$ cat src/rtl/rom_loader_pkg.sv
package rom_loader_pkg;
  localparam int unsigned LDR_BYTE_W    = 8;
  localparam int unsigned LDR_SEL_W     = 2;
  localparam int unsigned LDR_ADDR_BYTES = 3;
  localparam int unsigned LDR_ACCESS_LAT = 3;

  typedef enum logic [LDR_SEL_W-1:0] {
    SEL_ADDR_LO  = 2'd0,
    SEL_ADDR_MID = 2'd1,
    SEL_ADDR_UP  = 2'd2,
    SEL_READ     = 2'd3
  } ldr_sel_e;
endpackage

$ cat src/rtl/ldr_sel_decoder.sv
module ldr_sel_decoder #(
  parameter int unsigned SEL_W = 2,
  localparam int unsigned N_DEST = 1 << SEL_W
) (
  input  logic [SEL_W-1:0]  sel,
  output logic [N_DEST-1:0] dest
);
  for (genvar d = 0; d < N_DEST; d++) begin : g_dec
    assign dest[d] = (sel == d[SEL_W-1:0]);
  end
endmodule

$ cat src/rtl/ldr_addr_byte.sv
module ldr_addr_byte #(
  parameter int unsigned BYTE_W = 8
) (
  input  logic              clk,
  input  logic              rst,
  input  logic              load,
  input  logic [BYTE_W-1:0] din,
  output logic [BYTE_W-1:0] q
);
  always_ff @(posedge clk) begin
    if (rst)       q <= '0;
    else if (load) q <= din;
  end
endmodule

$ cat src/rtl/ldr_access_timer.sv
module ldr_access_timer #(
  parameter int unsigned ACCESS_LAT = 3,
  localparam int unsigned CNT_W = (ACCESS_LAT < 1) ? 1 : $clog2(ACCESS_LAT + 1)
) (
  input  logic clk,
  input  logic rst,
  input  logic active,
  output logic ready
);
  localparam logic [CNT_W-1:0] LAT_V = CNT_W'(ACCESS_LAT);
  logic [CNT_W-1:0] cnt;

  always_ff @(posedge clk) begin
    if (rst || !active)  cnt <= '0;
    else if (cnt != LAT_V) cnt <= cnt + 1'b1;
  end

  // Combine with the live enable so a drop ends validity in the same cycle
  assign ready = active && (cnt == LAT_V);
endmodule

$ cat src/rtl/rom_addr_loader.sv
module rom_addr_loader
  import rom_loader_pkg::*;
#(
  parameter int unsigned BYTE_W     = LDR_BYTE_W,
  parameter int unsigned SEL_W      = LDR_SEL_W,
  parameter int unsigned ADDR_BYTES = LDR_ADDR_BYTES,
  parameter int unsigned ACCESS_LAT = LDR_ACCESS_LAT,
  localparam int unsigned ADDR_W    = ADDR_BYTES * BYTE_W,
  localparam int unsigned N_DEST    = 1 << SEL_W,
  localparam int unsigned READ_CODE = N_DEST - 1
) (
  input  logic              clk,
  input  logic              rst,
  input  logic [SEL_W-1:0]  host_sel,
  input  logic              host_wr,
  input  logic              host_dir_in,
  input  logic [BYTE_W-1:0] host_data_in,
  output logic [BYTE_W-1:0] host_data_out,
  output logic              host_data_oe,
  output logic              host_data_valid,
  output logic [ADDR_W-1:0] rom_addr,
  output logic              rom_oe,
  input  logic [BYTE_W-1:0] rom_data
);
  logic [N_DEST-1:0] dest;
  logic              host_drives;

  ldr_sel_decoder #(.SEL_W(SEL_W)) u_dec (
    .sel  (host_sel),
    .dest (dest)
  );

  assign host_drives = !host_dir_in;

  // One register per address byte; the read code never reaches one
  for (genvar b = 0; b < ADDR_BYTES; b++) begin : g_byte
    ldr_addr_byte #(.BYTE_W(BYTE_W)) u_byte (
      .clk  (clk),
      .rst  (rst),
      .load (host_wr && host_drives && dest[b]),
      .din  (host_data_in),
      .q    (rom_addr[b*BYTE_W +: BYTE_W])
    );
  end

  // Bus turnaround: ROM drives only after the host lets go
  assign rom_oe        = dest[READ_CODE] && host_dir_in;
  assign host_data_oe  = rom_oe;
  assign host_data_out = rom_oe ? rom_data : '0;

  ldr_access_timer #(.ACCESS_LAT(ACCESS_LAT)) u_timer (
    .clk    (clk),
    .rst    (rst),
    .active (rom_oe),
    .ready  (host_data_valid)
  );
endmodule

$ cat config.mk
export PLATFORM = sky130hd
export DESIGN_NAME = rom_addr_loader
export DESIGN_NICKNAME = d
export VERILOG_FILES = /design/src/rtl/rom_loader_pkg.sv /design/src/rtl/ldr_sel_decoder.sv /design/src/rtl/ldr_addr_byte.sv /design/src/rtl/ldr_access_timer.sv /design/src/rtl/rom_addr_loader.sv
export SDC_FILE = /design/constraint.sdc
export NUM_CORES = 1
export LEC_CHECK = 0
export CORE_MARGIN = 1.5
export CORE_UTILIZATION = 42
export CTS_CLUSTER_SIZE = 14
export DETAILED_ROUTE_END_ITERATION = 12
export HOLD_SLACK_MARGIN = 0.02
export PLACE_DENSITY = 0.83
export SLEW_MARGIN = 20
export SYNTH_ARGS = -nofsm -noshare
export SYNTH_HDL_FRONTEND = slang
export SYNTH_SLANG_ARGS = --single-unit
$ cat constraint.sdc
create_clock -name clk -period 1.5 [get_ports clk]
set_input_delay 0.3 -clock clk [delete_from_list [all_inputs] [get_ports clk]]
set_output_delay 0.3 -clock clk [all_outputs]
set_load 0.01 [all_outputs]
==> qor.yml, run 1 <==
place:
  gp_congestion: 0.748
  hpwlAfterDp_um: 2130
  placed_cell_area_mm2: 0.00180
  portBuffers: 56
worst_setup_path:
  crit_arrival_ns: 1.13
  critical_path_class: "flip-flop to primary output"
  r2r_slack_ns: 0.47
  worst_setup_path_start_kind: "flip-flop"
  reg2reg_from: "u_timer.cnt[0]"
  startpoint: "u_timer.cnt[0]"
  worst-r2r-cell-count: 4
  cp_max_fo: 2
  timing.rr.end: "u_timer.cnt[0]"
  worstSetupEndpointType: "primary output"
  crit_required_ns: 1.20
  crit_end: "host_data_valid"
yosys:
  synth_fp_nets: 131
  synth.avg_cell_area_um2: 10.7
  synth.yosys.seq_area_share: 0.449
  synth_warnings: 0
  netlist_area_mm2: 0.00116
  synth_top_area_frac: 0.449
  synth_seq_cells: 26
  synthCells: 108
  synth_cell_type_count: 14
  ys_top_cells_by_area: "dfxtp_1 (45%), mux2i_1 (22%), nand2b_1 (17%)"
  synth_area_leader_cell: "dfxtp_1"
power_and_ir_drop:
  pwr-share-clk: 0.342
  vdd_drop_max_mv: 0.739
  p_leak_nw: 0.948
  switching_share: 0.207
  intPower_mw: 1.10
  pwr-share-seq: 0.515
  combPwrFrac: 0.143
  p_switching_mw: 0.286
  powerDensity_mw_per_mm2: 754
grt:
  antenna_found_initial: 0
  grt_max_degree: 35
  grt.overflow.total: 0
  grtUsageTotal: 0.189
  grt_pass1_wl_um: 4650
  grt_pass1_vias: 941
detailed_routing:
  drtIter0Drc: 37
  vias: 987
  drtAntennaViolNets: 0
  drt-wirelength-per-cell_um: 13.5
  drcViolationCount: 0
  first_pass_iters: 4
  viasPerCell: 4.79
  routed_wl_um: 2780
sta:
  max_freq_ghz: 0.700
  period_needed_ns: 1.43
  worst_slew_pin_slew_ns: 0.264
  skew_ns: 0.00980
  slew_headroom: 0.823
  rsz0062_at_grt: "false"
  hold_violations: 0
  setup_viol: 0
  fin_crit_sh: 0.952
  slew_violations: 0
  fin_hold_ws_ns: 0.377
finish:
  final_nets: 200
  layout_commonest_cell: "nand2b_1"
  drive_gt1_frac: 0.182
  final_cell_mix: "nand2b_1 (32), dlygate4sd2_1 (27), mux2i_1 (25)"
  antenna_cells: 0
  area_growth_pct: 58.4
  post-route-cell-area_mm2: 0.00184
min_path:
  hold_path_class: "primary input to flip-flop"
floorplanning:
  die_h_um: 55.5
  rows: 18
  die_w_um: 55.5
  io_pins: 57
  coreArea_mm2: 0.00254
  start_util: 0.455
  dieArea_mm2: 0.00308
clocking:
  clkTransAtPathRegs_ns: 0.14
  cts_sinks: 26
  cts_buffer_depth: 2
  cts-root-buf: "clkbuf_4"
  cts_tree: "built"
  cts_buffers: 3
  clk_latency_ns: 0.32
  h-tree-depth: 1
run_status:
  outcome: "finished clean"
run:
  drv_cap: 0
-- how the worst min path moves through the flow --
stage,from,end,slack [ns],cells after the start
after floorplan,host_dir_in,u_timer.cnt[0],0.48,2
after global placement,g_byte[0].u_byte.q[6],g_byte[0].u_byte.q[6],0.46,2
after detailed placement,g_byte[2].u_byte.q[5],g_byte[2].u_byte.q[5],0.47,2
after CTS,host_sel[0],u_timer.cnt[1],0.49,4
after global routing,host_sel[0],u_timer.cnt[1],0.38,4
final,host_sel[0],u_timer.cnt[1],0.38,4
-- per-stage QoR --
step                 util  setup TNS [ns]  power, mW  std cells  setup slack (ns)
CTS                 0.725               0       1.40        205           0.00830
global placement    0.709           -6.46      0.931        196            -0.536
detailed placement  0.709           -7.96      0.937        196            -0.610
global route        0.721               0       1.43        206            0.0236
floorplan               -               0      0.807        108             0.405
finish              0.721               0       1.38        206            0.0717
-- state kept, by name, indices dropped and copies added (netlist names) --
name,count
g_byte.u_byte.q,24
u_timer.cnt,2
-- Yosys cell counts (all sizes together) --
cell	count
and2	9
buf	4
clkbuf	3
dfxtp	26
ha	1
inv	1
mux2i	25
nand2b	32
nand3	1
nand4bb	2
nor3	2
nor4b	1
xor2	1
-- cells by family (layout without fill, tap and decap cells) --
kind of cell,after synthesis,in the layout,synth area share
adders and majority gates,1,1,0.0108
muxes,25,25,0.216
xor gates and xnor gates,1,1,0.00756
DFF,26,26,0.449
buffers and inverters,8,76,0.0421
and+or+nand+nor,47,47,0.274
-- area by class of cell --
class                   instances  area, um^2
repair inverters                1        7.51
well taps                      30        37.5
multi-input cells              74         594
repair buffers                 70         617
inverters                       1        3.75
flip-flops and latches         26         523
fillers                       214         709
clock buffers                   3        22.5
clock inverters                 1        30.0
-- per-layer routing --
layer | GRT usage | vias to the layer above | wire, um
li1 | - | 493 | -
met1 | 0.230 | 463 | 1120
met2 | 0.321 | 26 | 1470
met3 | 0.0562 | 5 | 155
met4 | 0.0523 | 0 | 33
met5 | 0 | - | 0
-- critical path, stage by stage, from the launching register on --
cell	delay (ns)
dfxtp_2	0.35
ha_1	0.20
and2_1	0.13
buf_2	0.13
-- timing repair --
action,4_1_cts,5_1_grt
endpoints found under the hold margin,0,0
setup buffers,4,1
pin swaps,1,1
hold buffers,0,0
resized for setup,60,7
endpoints found under the setup margin,35,5
cloned,1,0
-- power by group through the flow --
stage | combinational, mW | sequential [mW] | clock, mW
3_5_place_dp | 0.208 | 0.729 | 0
6_report | 0.197 | 0.713 | 0.473
3_3_place_gp | 0.203 | 0.728 | 0
2_1_floorplan | 0.0720 | 0.735 | 0
5_1_grt | 0.212 | 0.715 | 0.503
4_1_cts | 0.200 | 0.713 | 0.486
Power figures use the tool's default switching activity.
==> run 2: changes to the inputs <==
Settings changed: SLEW_MARGIN 20 to not set.
==> results of run 2 <==
No change in the layout: final DEF, timing and power equal those of run 1.
==> run 3: changes to the inputs <==
Settings changed: CORE_MARGIN 1.5 to 3, PLACE_DENSITY 0.83 to not set, PLACE_DENSITY_LB_ADDON set to 0.25.
==> run 3 against run 2 <==
  * Register-to-register slack improved by 0.02 ns
  * Flip-flop and latch count is the same
  * Combinational power is essentially flat
  * Final area fell by 2.0%
  * Clock power is 40% lower
  * First-iteration DRC count is 65% lower
  * Sequential share of layout area grew 0.53 points
  * Critical path type unchanged
==> qor.yml, run 3 (synthesis gave the netlist of run 1 again) <==
run_status:
  outcome: "finished clean"
finish:
  regMostFlops: "g_byte.u_byte.q"
  drive_gt1_frac: 0.192
  layout_commonest_cell: "nand2b_1"
  area_growth_pct: 55.2
  antenna_cells: 0
  reg_top3: "g_byte.u_byte.q: 24 flops, u_timer.cnt: 2 flops"
  final_nets: 202
  stdcell_count: 207
  final_cell_mix: "nand2b_1 (32), dlygate4sd2_1 (26), mux2i_1 (25), dfxtp_1 (25), clkdlybuf4s50_1 (18)"
  largest_reg_flops: 24
detailed_routing:
  drt-wirelength-per-cell_um: 14.1
  vias: 999
  drtIter0Drc: 13
  viasPerCell: 4.83
  drcViolationCount: 0
  drtAntennaViolNets: 0
  routed_wl_um: 2930
  first_pass_iters: 3
sta:
  skew_ns: 0.0000246
  slew_violations: 0
  fin_hold_ws_ns: 0.481
  max_freq_ghz: 0.704
  setup_viol: 0
  hold_violations: 0
  fin_crit_sh: 0.947
  worst_slew_pin_slew_ns: 0.217
  slew_headroom: 0.855
  rsz0062_at_grt: "false"
  period_needed_ns: 1.42
clocking:
  cts_tree: "built"
  cts-root-buf: "clkbuf_4"
  ctsHoldBuffers: 0
  clk_latency_ns: 0.31
  h-tree-depth: 1
  clkTransAtPathRegs_ns: 0.12
  cts_buffer_depth: 2
  cts_buffers: 3
  cts_sinks: 26
grt:
  grt_pass1_wl_um: 4770
  grt_max_degree: 35
  grt.overflow.total: 0
  grtUsageTotal: 0.181
  antenna_found_initial: 0
  grt_pass1_vias: 1022
place:
  portBuffers: 56
  hpwlAfterDp_um: 2250
  place_inst: 198
  gp_congestion: 0.690
power_and_ir_drop:
  intPower_mw: 0.920
  pwr-share-clk: 0.237
  p_switching_mw: 0.273
  p_leak_nw: 0.936
  powerDensity_mw_per_mm2: 664
  vdd_drop_max_mv: 0.710
  switching_share: 0.229
  combPwrFrac: 0.166
  pwr-share-seq: 0.597
floorplanning:
  rows: 18
  io_pins: 57
  die_w_um: 58.5
  coreArea_mm2: 0.00254
  start_util: 0.455
  die_h_um: 58.5
  dieArea_mm2: 0.00342
min_path:
  hold_path_class: "flip-flop to flip-flop"
  holdCritStartpoint: "g_byte[1].u_byte.q[4]"
  whs_path_depth: 2
worst_setup_path:
  startpoint: "u_timer.cnt[0]"
  crit_arrival_ns: 1.12
  worstSetupEndpointType: "primary output"
  crit_required_ns: 1.20
  reg2reg_from: "u_timer.cnt[0]"
  critical_path_class: "flip-flop to primary output"
  cp_max_fo: 2
  worst-r2r-cell-count: 4
  worst_setup_path_start_kind: "flip-flop"
run:
  drv_cap: 0
-- run 3: power groups by stage --
stage / sequential [mW] / clock [mW] / combinational [mW]
6_report: 0.713 / 0.283 / 0.198
3_5_place_dp: 0.729 / 0 / 0.208
5_1_grt: 0.715 / 0.328 / 0.212
4_1_cts: 0.713 / 0.297 / 0.200
2_1_floorplan: 0.735 / 0 / 0.0720
3_3_place_gp: 0.728 / 0 / 0.202
-- run 3: cell type report --
cell class | count | area [um^2]
Multi-Input combinational cell | 74 | 594
Sequential cell | 26 | 522
Tap cell | 30 | 37.5
Inverter | 1 | 3.75
Timing Repair inverter | 1 | 7.51
Timing Repair Buffer | 72 | 611
Fill cell | 215 | 747
Clock buffer | 3 | 22.5
-- run 3: path summary, 6_finish.rpt --
path | endpoint | slack (ns)
max | host_data_valid | 0.08
min | g_byte[1].u_byte.q[4] | 0.48
max reg2reg | u_timer.cnt[0] | 0.49
min reg2reg | g_byte[1].u_byte.q[4] | 0.48
-- run 3: critical path, cell delays in order (launching register included) --
cell     delay (ns)
dfxtp_2        0.34
ha_1           0.21
and2_1         0.14
buf_2          0.13
-- run 3: repair_timing --
action | 4_1_cts | 5_1_grt
resized for setup | 65 | 6
buffers inserted | 5 | 0
gates cloned | 1 | 0
pin swaps | 1 | 1
setup endpoints to repair | 35 | 11
-- run 3: stage by stage --
stage	worst slack (ns)	cell area (um^2)	util	power (mW)	setup TNS, ns
2_1_floorplan	0.405	1160	-	0.807	0
3_3_place_gp	-0.558	1810	0.710	0.930	-6.66
3_5_place_dp	-0.626	1810	0.710	0.937	-8.01
4_1_cts	0.00157	1810	0.711	1.21	0
5_1_grt	0.0136	1800	0.706	1.26	0
6_report	0.0788	1800	0.706	1.19	0
-- run 3: metal layers --
metal | vias to the layer above | global-route usage | share of wire
met5 | - | 0 | 0
met4 | 0 | 0.0464 | 0.015
met1 | 471 | 0.206 | 0.40
met3 | 6 | 0.0548 | 0.062
met2 | 31 | 0.327 | 0.52
li1 | 491 | - | -
